--- src/rtl/inj_group_pkg.sv ---
package inj_group_pkg;
  localparam int SLOTS  = 4;
  localparam int RANK_W = $clog2(SLOTS);

  typedef enum logic [1:0] {ST_IDLE, ST_REQ, ST_WAIT} seqState_t;

  // Edge codes: bit 0 enables rising, bit 1 enables falling
  localparam logic [1:0] EDGE_OFF  = 2'b00;
  localparam logic [1:0] EDGE_RISE = 2'b01;
  localparam logic [1:0] EDGE_FALL = 2'b10;
  localparam logic [1:0] EDGE_BOTH = 2'b11;

  typedef struct packed {
    logic              store;
    logic [RANK_W-1:0] rank;
  } dpStrobe_t;
endpackage

--- src/rtl/inj_group_dpath.sv ---
module inj_group_dpath
  import inj_group_pkg::*;
#(
  parameter int DATA_W   = 12,
  parameter int RES_W    = 16,
  parameter int CHAN_W   = 5,
  parameter int NUM_TRIG = 16,
  localparam int SRC_W   = $clog2(NUM_TRIG),
  localparam int SEQ_W   = SLOTS * CHAN_W
) (
  input  logic                   clk,
  input  logic                   rstN,
  input  logic                   cfgWe,
  input  logic [2:0]             cfgLen,
  input  logic [SEQ_W-1:0]       cfgSeq,
  input  logic [1:0]             cfgEdge,
  input  logic [SRC_W-1:0]       cfgSrc,
  input  logic                   cfgAuto,
  input  logic                   cfgDisc,
  input  logic                   ofsWe,
  input  logic [2:0]             ofsRank,
  input  logic [DATA_W-1:0]      ofsVal,
  input  logic [NUM_TRIG-1:0]    trigIn,
  input  logic [DATA_W-1:0]      convData,
  input  dpStrobe_t              strobe,
  input  logic [RANK_W-1:0]      curRank,
  output logic [RANK_W-1:0]      lenM1,
  output logic                   autoEn,
  output logic                   discEn,
  output logic                   trigEvent,
  output logic [CHAN_W-1:0]      convChan,
  output logic [SLOTS*RES_W-1:0] resFlat
);
  logic [RANK_W-1:0] lenM1Q;
  logic [SEQ_W-1:0]  seqQ;
  logic [1:0]        edgeQ;
  logic [SRC_W-1:0]  srcQ;
  logic              autoQ, discQ;
  logic              lenOk;

  assign lenOk = (cfgLen >= 3'd1) && (cfgLen <= 3'(SLOTS));

  always_ff @(posedge clk or negedge rstN) begin
    if (!rstN) begin
      lenM1Q <= '0;
      seqQ   <= '0;
      edgeQ  <= EDGE_OFF;
      srcQ   <= '0;
      autoQ  <= 1'b0;
      discQ  <= 1'b0;
    end else if (cfgWe && lenOk) begin
      lenM1Q <= RANK_W'(cfgLen - 3'd1);
      seqQ   <= cfgSeq;
      edgeQ  <= cfgEdge;
      srcQ   <= cfgSrc;
      autoQ  <= cfgAuto;
      discQ  <= cfgDisc;
    end
  end

  assign lenM1  = lenM1Q;
  assign autoEn = autoQ;
  assign discEn = discQ;

  // Select first, then synchronise the one chosen line
  logic [1:0] syncQ;
  logic       prevQ, riseEv, fallEv;

  always_ff @(posedge clk or negedge rstN) begin
    if (!rstN) begin
      syncQ <= '0;
      prevQ <= 1'b0;
    end else begin
      syncQ <= {syncQ[0], trigIn[srcQ]};
      prevQ <= syncQ[1];
    end
  end

  assign riseEv    = syncQ[1] & ~prevQ;
  assign fallEv    = ~syncQ[1] & prevQ;
  assign trigEvent = (edgeQ[0] & riseEv) | (edgeQ[1] & fallEv);

  // Rank to slot: the group occupies the top L slots of the word
  logic [CHAN_W-1:0] chanSlot [SLOTS];
  logic [DATA_W-1:0] ofsQ     [SLOTS];
  logic [RES_W-1:0]  resQ     [SLOTS];
  logic [2:0]        slotIdx;
  logic [RES_W-1:0]  diff;

  assign slotIdx  = {1'b0, curRank} + 3'd3 - {1'b0, lenM1Q};
  assign convChan = chanSlot[slotIdx[RANK_W-1:0]];
  assign diff     = RES_W'(convData) - RES_W'(ofsQ[strobe.rank]);

  for (genvar g = 0; g < SLOTS; g++) begin : g_rank
    assign chanSlot[g] = seqQ[g*CHAN_W +: CHAN_W];
    assign resFlat[g*RES_W +: RES_W] = resQ[g];

    always_ff @(posedge clk or negedge rstN) begin
      if (!rstN) begin
        ofsQ[g] <= '0;
        resQ[g] <= '0;
      end else begin
        if (ofsWe && (ofsRank == 3'(g + 1))) ofsQ[g] <= ofsVal;
        if (strobe.store && (strobe.rank == RANK_W'(g))) resQ[g] <= diff;
      end
    end
  end
endmodule

--- src/rtl/inj_group_ctrl.sv ---
module inj_group_ctrl
  import inj_group_pkg::*;
(
  input  logic              clk,
  input  logic              rstN,
  input  logic              trigEvent,
  input  logic              regDone,
  input  logic              autoEn,
  input  logic              discEn,
  input  logic [RANK_W-1:0] lenM1,
  input  logic              convDone,
  input  logic              eocClr,
  output logic              convStart,
  output logic              busy,
  output logic [RANK_W-1:0] curRank,
  output dpStrobe_t         strobe,
  output logic              eocFlag,
  output logic              eocIrq
);
  seqState_t         stateQ;
  logic [RANK_W-1:0] rankQ;
  logic              eocFlagQ, eocIrqQ;
  logic              startReq, atLast, lastDone;

  assign startReq = autoEn ? regDone : trigEvent;
  assign atLast   = (rankQ >= lenM1);
  assign lastDone = (stateQ == ST_WAIT) && convDone && atLast;

  always_ff @(posedge clk or negedge rstN) begin
    if (!rstN) begin
      stateQ   <= ST_IDLE;
      rankQ    <= '0;
      eocFlagQ <= 1'b0;
      eocIrqQ  <= 1'b0;
    end else begin
      eocIrqQ <= lastDone;
      if (lastDone)    eocFlagQ <= 1'b1;
      else if (eocClr) eocFlagQ <= 1'b0;

      case (stateQ)
        ST_IDLE: if (startReq) begin
          stateQ <= ST_REQ;
          if (!discEn || (rankQ > lenM1)) rankQ <= '0;
        end
        ST_REQ:  stateQ <= ST_WAIT;
        ST_WAIT: if (convDone) begin
          if (atLast) begin
            rankQ  <= '0;
            stateQ <= ST_IDLE;
          end else begin
            rankQ  <= rankQ + 1'b1;
            stateQ <= discEn ? ST_IDLE : ST_REQ;
          end
        end
        default: stateQ <= ST_IDLE;
      endcase
    end
  end

  assign convStart    = (stateQ == ST_REQ);
  assign busy         = (stateQ != ST_IDLE);
  assign curRank      = rankQ;
  assign strobe.store = (stateQ == ST_WAIT) && convDone;
  assign strobe.rank  = rankQ;
  assign eocFlag      = eocFlagQ;
  assign eocIrq       = eocIrqQ;
endmodule

--- src/rtl/inj_group_seq.sv ---
module inj_group_seq
  import inj_group_pkg::*;
#(
  parameter int DATA_W   = 12,
  parameter int RES_W    = 16,
  parameter int CHAN_W   = 5,
  parameter int NUM_TRIG = 16,
  localparam int SRC_W   = $clog2(NUM_TRIG),
  localparam int SEQ_W   = SLOTS * CHAN_W
) (
  input  logic                   clk,
  input  logic                   rstN,
  input  logic                   cfgWe,
  input  logic [2:0]             cfgLen,
  input  logic [SEQ_W-1:0]       cfgSeq,
  input  logic [1:0]             cfgEdge,
  input  logic [SRC_W-1:0]       cfgSrc,
  input  logic                   cfgAuto,
  input  logic                   cfgDisc,
  input  logic                   ofsWe,
  input  logic [2:0]             ofsRank,
  input  logic [DATA_W-1:0]      ofsVal,
  input  logic [NUM_TRIG-1:0]    trigIn,
  input  logic                   regDone,
  output logic                   convStart,
  output logic [CHAN_W-1:0]      convChan,
  input  logic                   convDone,
  input  logic [DATA_W-1:0]      convData,
  output logic [SLOTS*RES_W-1:0] resFlat,
  output logic                   busy,
  output logic                   eocFlag,
  output logic                   eocIrq,
  input  logic                   eocClr
);
  dpStrobe_t         strobe;
  logic [RANK_W-1:0] curRank, lenM1;
  logic              autoEn, discEn, trigEvent;

  inj_group_dpath #(
    .DATA_W(DATA_W), .RES_W(RES_W), .CHAN_W(CHAN_W), .NUM_TRIG(NUM_TRIG)
  ) u_dpath (
    .clk(clk), .rstN(rstN),
    .cfgWe(cfgWe), .cfgLen(cfgLen), .cfgSeq(cfgSeq), .cfgEdge(cfgEdge),
    .cfgSrc(cfgSrc), .cfgAuto(cfgAuto), .cfgDisc(cfgDisc),
    .ofsWe(ofsWe), .ofsRank(ofsRank), .ofsVal(ofsVal),
    .trigIn(trigIn), .convData(convData), .strobe(strobe), .curRank(curRank),
    .lenM1(lenM1), .autoEn(autoEn), .discEn(discEn), .trigEvent(trigEvent),
    .convChan(convChan), .resFlat(resFlat)
  );

  inj_group_ctrl u_ctrl (
    .clk(clk), .rstN(rstN),
    .trigEvent(trigEvent), .regDone(regDone), .autoEn(autoEn), .discEn(discEn),
    .lenM1(lenM1), .convDone(convDone), .eocClr(eocClr),
    .convStart(convStart), .busy(busy), .curRank(curRank), .strobe(strobe),
    .eocFlag(eocFlag), .eocIrq(eocIrq)
  );
endmodule

--- config.mk ---
export PLATFORM = sky130hd
export DESIGN_NAME = inj_group_seq
export DESIGN_NICKNAME = d
export VERILOG_FILES = /design/src/rtl/inj_group_pkg.sv /design/src/rtl/inj_group_dpath.sv /design/src/rtl/inj_group_ctrl.sv /design/src/rtl/inj_group_seq.sv
export SDC_FILE = /design/constraint.sdc
export NUM_CORES = 1
export LEC_CHECK = 0
export BUFFER_PORTS_ARGS = -buffer_cell sky130_fd_sc_hd__buf_2
export CORE_UTILIZATION = 49
export CTS_BUF_LIST = sky130_fd_sc_hd__clkbuf_4 sky130_fd_sc_hd__clkbuf_8
export DETAILED_ROUTE_END_ITERATION = 6
export GPL_TIMING_DRIVEN = 0
export HOLD_SLACK_MARGIN = 0.03
export PLACE_DENSITY = 0.74
export SYNTH_ARGS = -nofsm -noshare
export SYNTH_HDL_FRONTEND = slang
export SYNTH_HIERARCHICAL = 1
export SYNTH_SLANG_ARGS = --single-unit
--- constraint.sdc ---
create_clock -name clk -period 8.6 [get_ports clk]
set_input_delay 0.86 -clock clk [delete_from_list [all_inputs] [get_ports clk]]
set_output_delay 0.86 -clock clk [all_outputs]
set_load 0.02 [all_outputs]
==> results.tsv <==
stage	metric	value	unit
outcome	status	complete, no violations	
clock_tree	cts_resized	0	
detailed_routing	routed_wl	14.9	mm
flow_run	maxCapViolCount	0	
setup_path	max_stage_delay	0.58	ns
finish	final_area	8170	sq um
setup_path	worstPathBufferInverterCount	3	
global_route	grt_usage	22.3	%
power	seq_power_share	35.7	%
power	p_per_area	317	nW/um^2
setup_path	worst_setup_path_start_kind	flop	
setup_path	reg2regPathDepth	11	
placement	hpwl	11.4	mm
clock_tree	hold_buffers	0	
clock_tree	cts_made_buffers	17	
synth	synthTopCellsByCount	dfrtp_1, mux2_2, nand2_1, o21ai_0, inv_1	
clock_tree	worstSkewPairLatency	0.47	ns
detailed_routing	antenna_left	0	
power	finalPower	2590	uW
finish	syn_to_final_growth	21.4	%
setup_path	path_cells	buf_4 -> buf_2 -> buf_1 -> mux4_2 -> ha_1 -> fa_1 -> nand2b_1 -> a211oi_1 -> nor3_1 -> xor2_1 -> o21ai_0	
die	dieArea	14200	sq um
die	core	13300	sq um
power	power_switching	1000	uW
power	switching_share	38.8	%
synth	syn-cell-area	6720	sq um
power	power_frac_comb	42.9	%
synth	yosys.area.top_type	dfrtp_1	
synth	syn-instance-count	556	
timing	fin_crit	3.65	ns
setup_path	r2r_slack	4.95	ns
synth	ys_ff_latch	139	
detailed_routing	drt_pre_antenna_iters	4	
min_path	holdPathStages	0	
clock_tree	clockBufferDepth	2	
placement	portBuffers	153	
power	leakagePower	0.00402	uW
detailed_routing	vias_per_cell	5.40	
power	clockPowerShare	21.5	%
timing	whs	0.356	ns
clock_tree	cts-root-buf	clkbuf_8	
detailed_routing	post_drt_wl_per_cell	16.2	microns
setup_path	cp-end-kind	flop	
clock_tree	cts_tree	built	
global_route	grt_max_degree	76	
die	initial_core_util	50.6	%
synth	synth_area_leaders	dfrtp_1, mux2_2, mux4_2	
placement	place_area	7740	sq um
timing	finalSetupViolCount	0	
global_route	grt_antenna_before_repair	2	
timing	drv_slew	0	
clock_tree	cts-htree-levels	4	
global_route	grt_pass1_vias	4987	
timing	fin_skew	0.0134	ns
timing	grt_setup_unrepaired	false	
finish	fill_cells	1069	
clock_tree	clock_sinks	139	
synth	ys_async_sr_fraction	100	%
synth	ys_warn_count	6	
finish	drive_above_1_share	42.6	%
setup_path	critical_path_arrival	3.98	ns
synth	synth_edf_count	0	
setup_path	crit_path_max_fanout	10	
setup_path	rr_startpoint	u_ctrl/curRank[1]	
timing	max-slew-margin-rel	51.6	%
setup_path	r2r-end	u_dpath/resFlat[58]	
synth	yosysSeqAreaShare	51.7	%
power	internal_power	1580	uW
synth	syn_area_per_cell	12.1	sq um
detailed_routing	drc	0	
die	die_w	119	microns
timing	post-route-period-util	42.5	%
timing	finalSetupTns	0	ns
synth	yosysTopAreaCellShare	51.7	%
die	io_pins	154	
die	dieHeight	119	microns
finish	n_antenna_cell	0	
setup_path	cp_data_required_time	8.93	ns
setup_path	cp_slowest_cell	buf_1	
clock_tree	post-cts-setup-buffer-count	0	
setup_path	setup.worst_path.class	reg -> reg	
min_path	worstHoldStart	u_dpath/syncQ[0]	
detailed_routing	drt_iter0_markers	284	
placement	place_congestion	0.836	
synth	synth_nets	655	
power	ir_drop	0.121	mV
synth	synthFlopType	dfrtp_1	
min_path	hold_path_class	reg -> reg	
synth	yosysUniqueCellTypes	49	
finish	fin_nets	828	
global_route	grt_overflow	0	
synth	synthMostInstantiatedCell	dfrtp_1	
clock_tree	clkTransAtPathRegs	0.08	ns
min_path	hold_path_end	u_dpath/syncQ[1]	
detailed_routing	vias	4957	
timing	worst_pin_slew	0.726	ns
timing	finalHoldViolations	0	
global_route	grt_pass1_wl	24.4	mm
die	num_rows	42	
setup_path	cpLargestDelayFamily	buffers and inverters	
timing	timing.fmax	274	MHz
[state kept, by name, summed over array words and instances (netlist names)]
name and cells:
u_dpath/discEn 1, u_ctrl/curRank 2, u_dpath/ofsQ 48, u_dpath/lenM1 2, u_ctrl/stateQ 2, u_dpath/resFlat 52, u_ctrl/eocIrq 1, u_dpath/srcQ 4
u_dpath/prevQ 1, u_dpath/seqQ 20, u_dpath/syncQ 2, u_dpath/autoEn 1, u_ctrl/eocFlag 1, u_dpath/edgeQ 2
[cell usage in the layout, fill, tap and decap left out, drive strengths merged, types with 5 or more instances in the layout]
master / n
nor2: 18
nand2b: 5
mux2i: 10
o31ai: 5
a21oi: 13
and3: 11
o21ai: 46
a21o: 7
mux4: 22
dfrtp: 139
ha: 17
inv: 30
nand2: 64
buf: 180
clkbuf: 31
mux2: 76
nand3: 5
o311ai: 8
xor2: 5
[per-layer routing]
metal  vias up  share of wire (%)  global-route usage [%]
met1      2467                 42                    27.9
met4         4                1.3                    7.83
met5         -               0.15                       0
li1       2323                  -                       -
met3        20                5.6                    6.27
met2       143                 51                    37.1
[per-stage QoR]
step | cells | utilization, % | setup WS, ns
CTS | 918 | 61.4 | 4.97
detailed placement | 886 | 58.2 | 4.99
global placement | 885 | 58.0 | 4.94
global route | 918 | 61.4 | 4.72
finish | 918 | 61.4 | 4.95
floorplan | 556 | - | 5.54
[cell families (layout without fill, tap and decap cells)]
logic type,count (synthesis),after routing,synth area share [%]
AO/OA/AOI/OAI,95,95,8.91
buffers and inverters,65,251,4.58
AND/OR/NAND/NOR,123,123,8.69
multiplexers,108,108,21.6
XOR/XNOR,8,8,1.04
flip-flops,139,139,51.7
adder cells (fa/ha/maj),18,18,3.46
[layout make-up]
| class | count | area (sq um) | share of cell area (%) |
|---|---|---|---|
| Timing Repair Buffer | 154 | 800 | 9.79 |
| Clock buffer | 19 | 255 | 3.13 |
| Tap cell | 176 | 220 | 2.70 |
| Clock inverter | 13 | 166 | 2.04 |
| Sequential cell | 139 | 3480 | 42.6 |
| Buffer | 38 | 206 | 2.53 |
| Inverter | 27 | 101 | 1.24 |
| Multi-Input combinational cell | 352 | 2940 | 36.0 |
[worst max-delay path by stage]
stage               cells past startpoint               from             endpoint  slack (ns)
detailed placement                     11  u_ctrl/curRank[1]  u_dpath/resFlat[58]        4.99
global placement                        1               rstN      u_dpath/srcQ[3]        4.94
global route                           11  u_ctrl/curRank[0]  u_dpath/resFlat[58]        4.72
finish                                 11  u_ctrl/curRank[1]  u_dpath/resFlat[58]        4.95
CTS                                    11  u_ctrl/curRank[1]  u_dpath/resFlat[58]        4.97
floorplan                              11  u_ctrl/curRank[0]  u_dpath/resFlat[10]        5.54
[power groups by stage]
stage | logic, uW | clock network, uW | registers [uW]
5_1_grt | 1220 | 597 | 944
2_1_floorplan | 699 | 0 | 1010
6_report | 1110 | 555 | 922
4_1_cts | 1110 | 566 | 923
3_5_place_dp | 1110 | 0 | 936
3_3_place_gp | 1080 | 0 | 921
(Power assumes the default switching activity.)
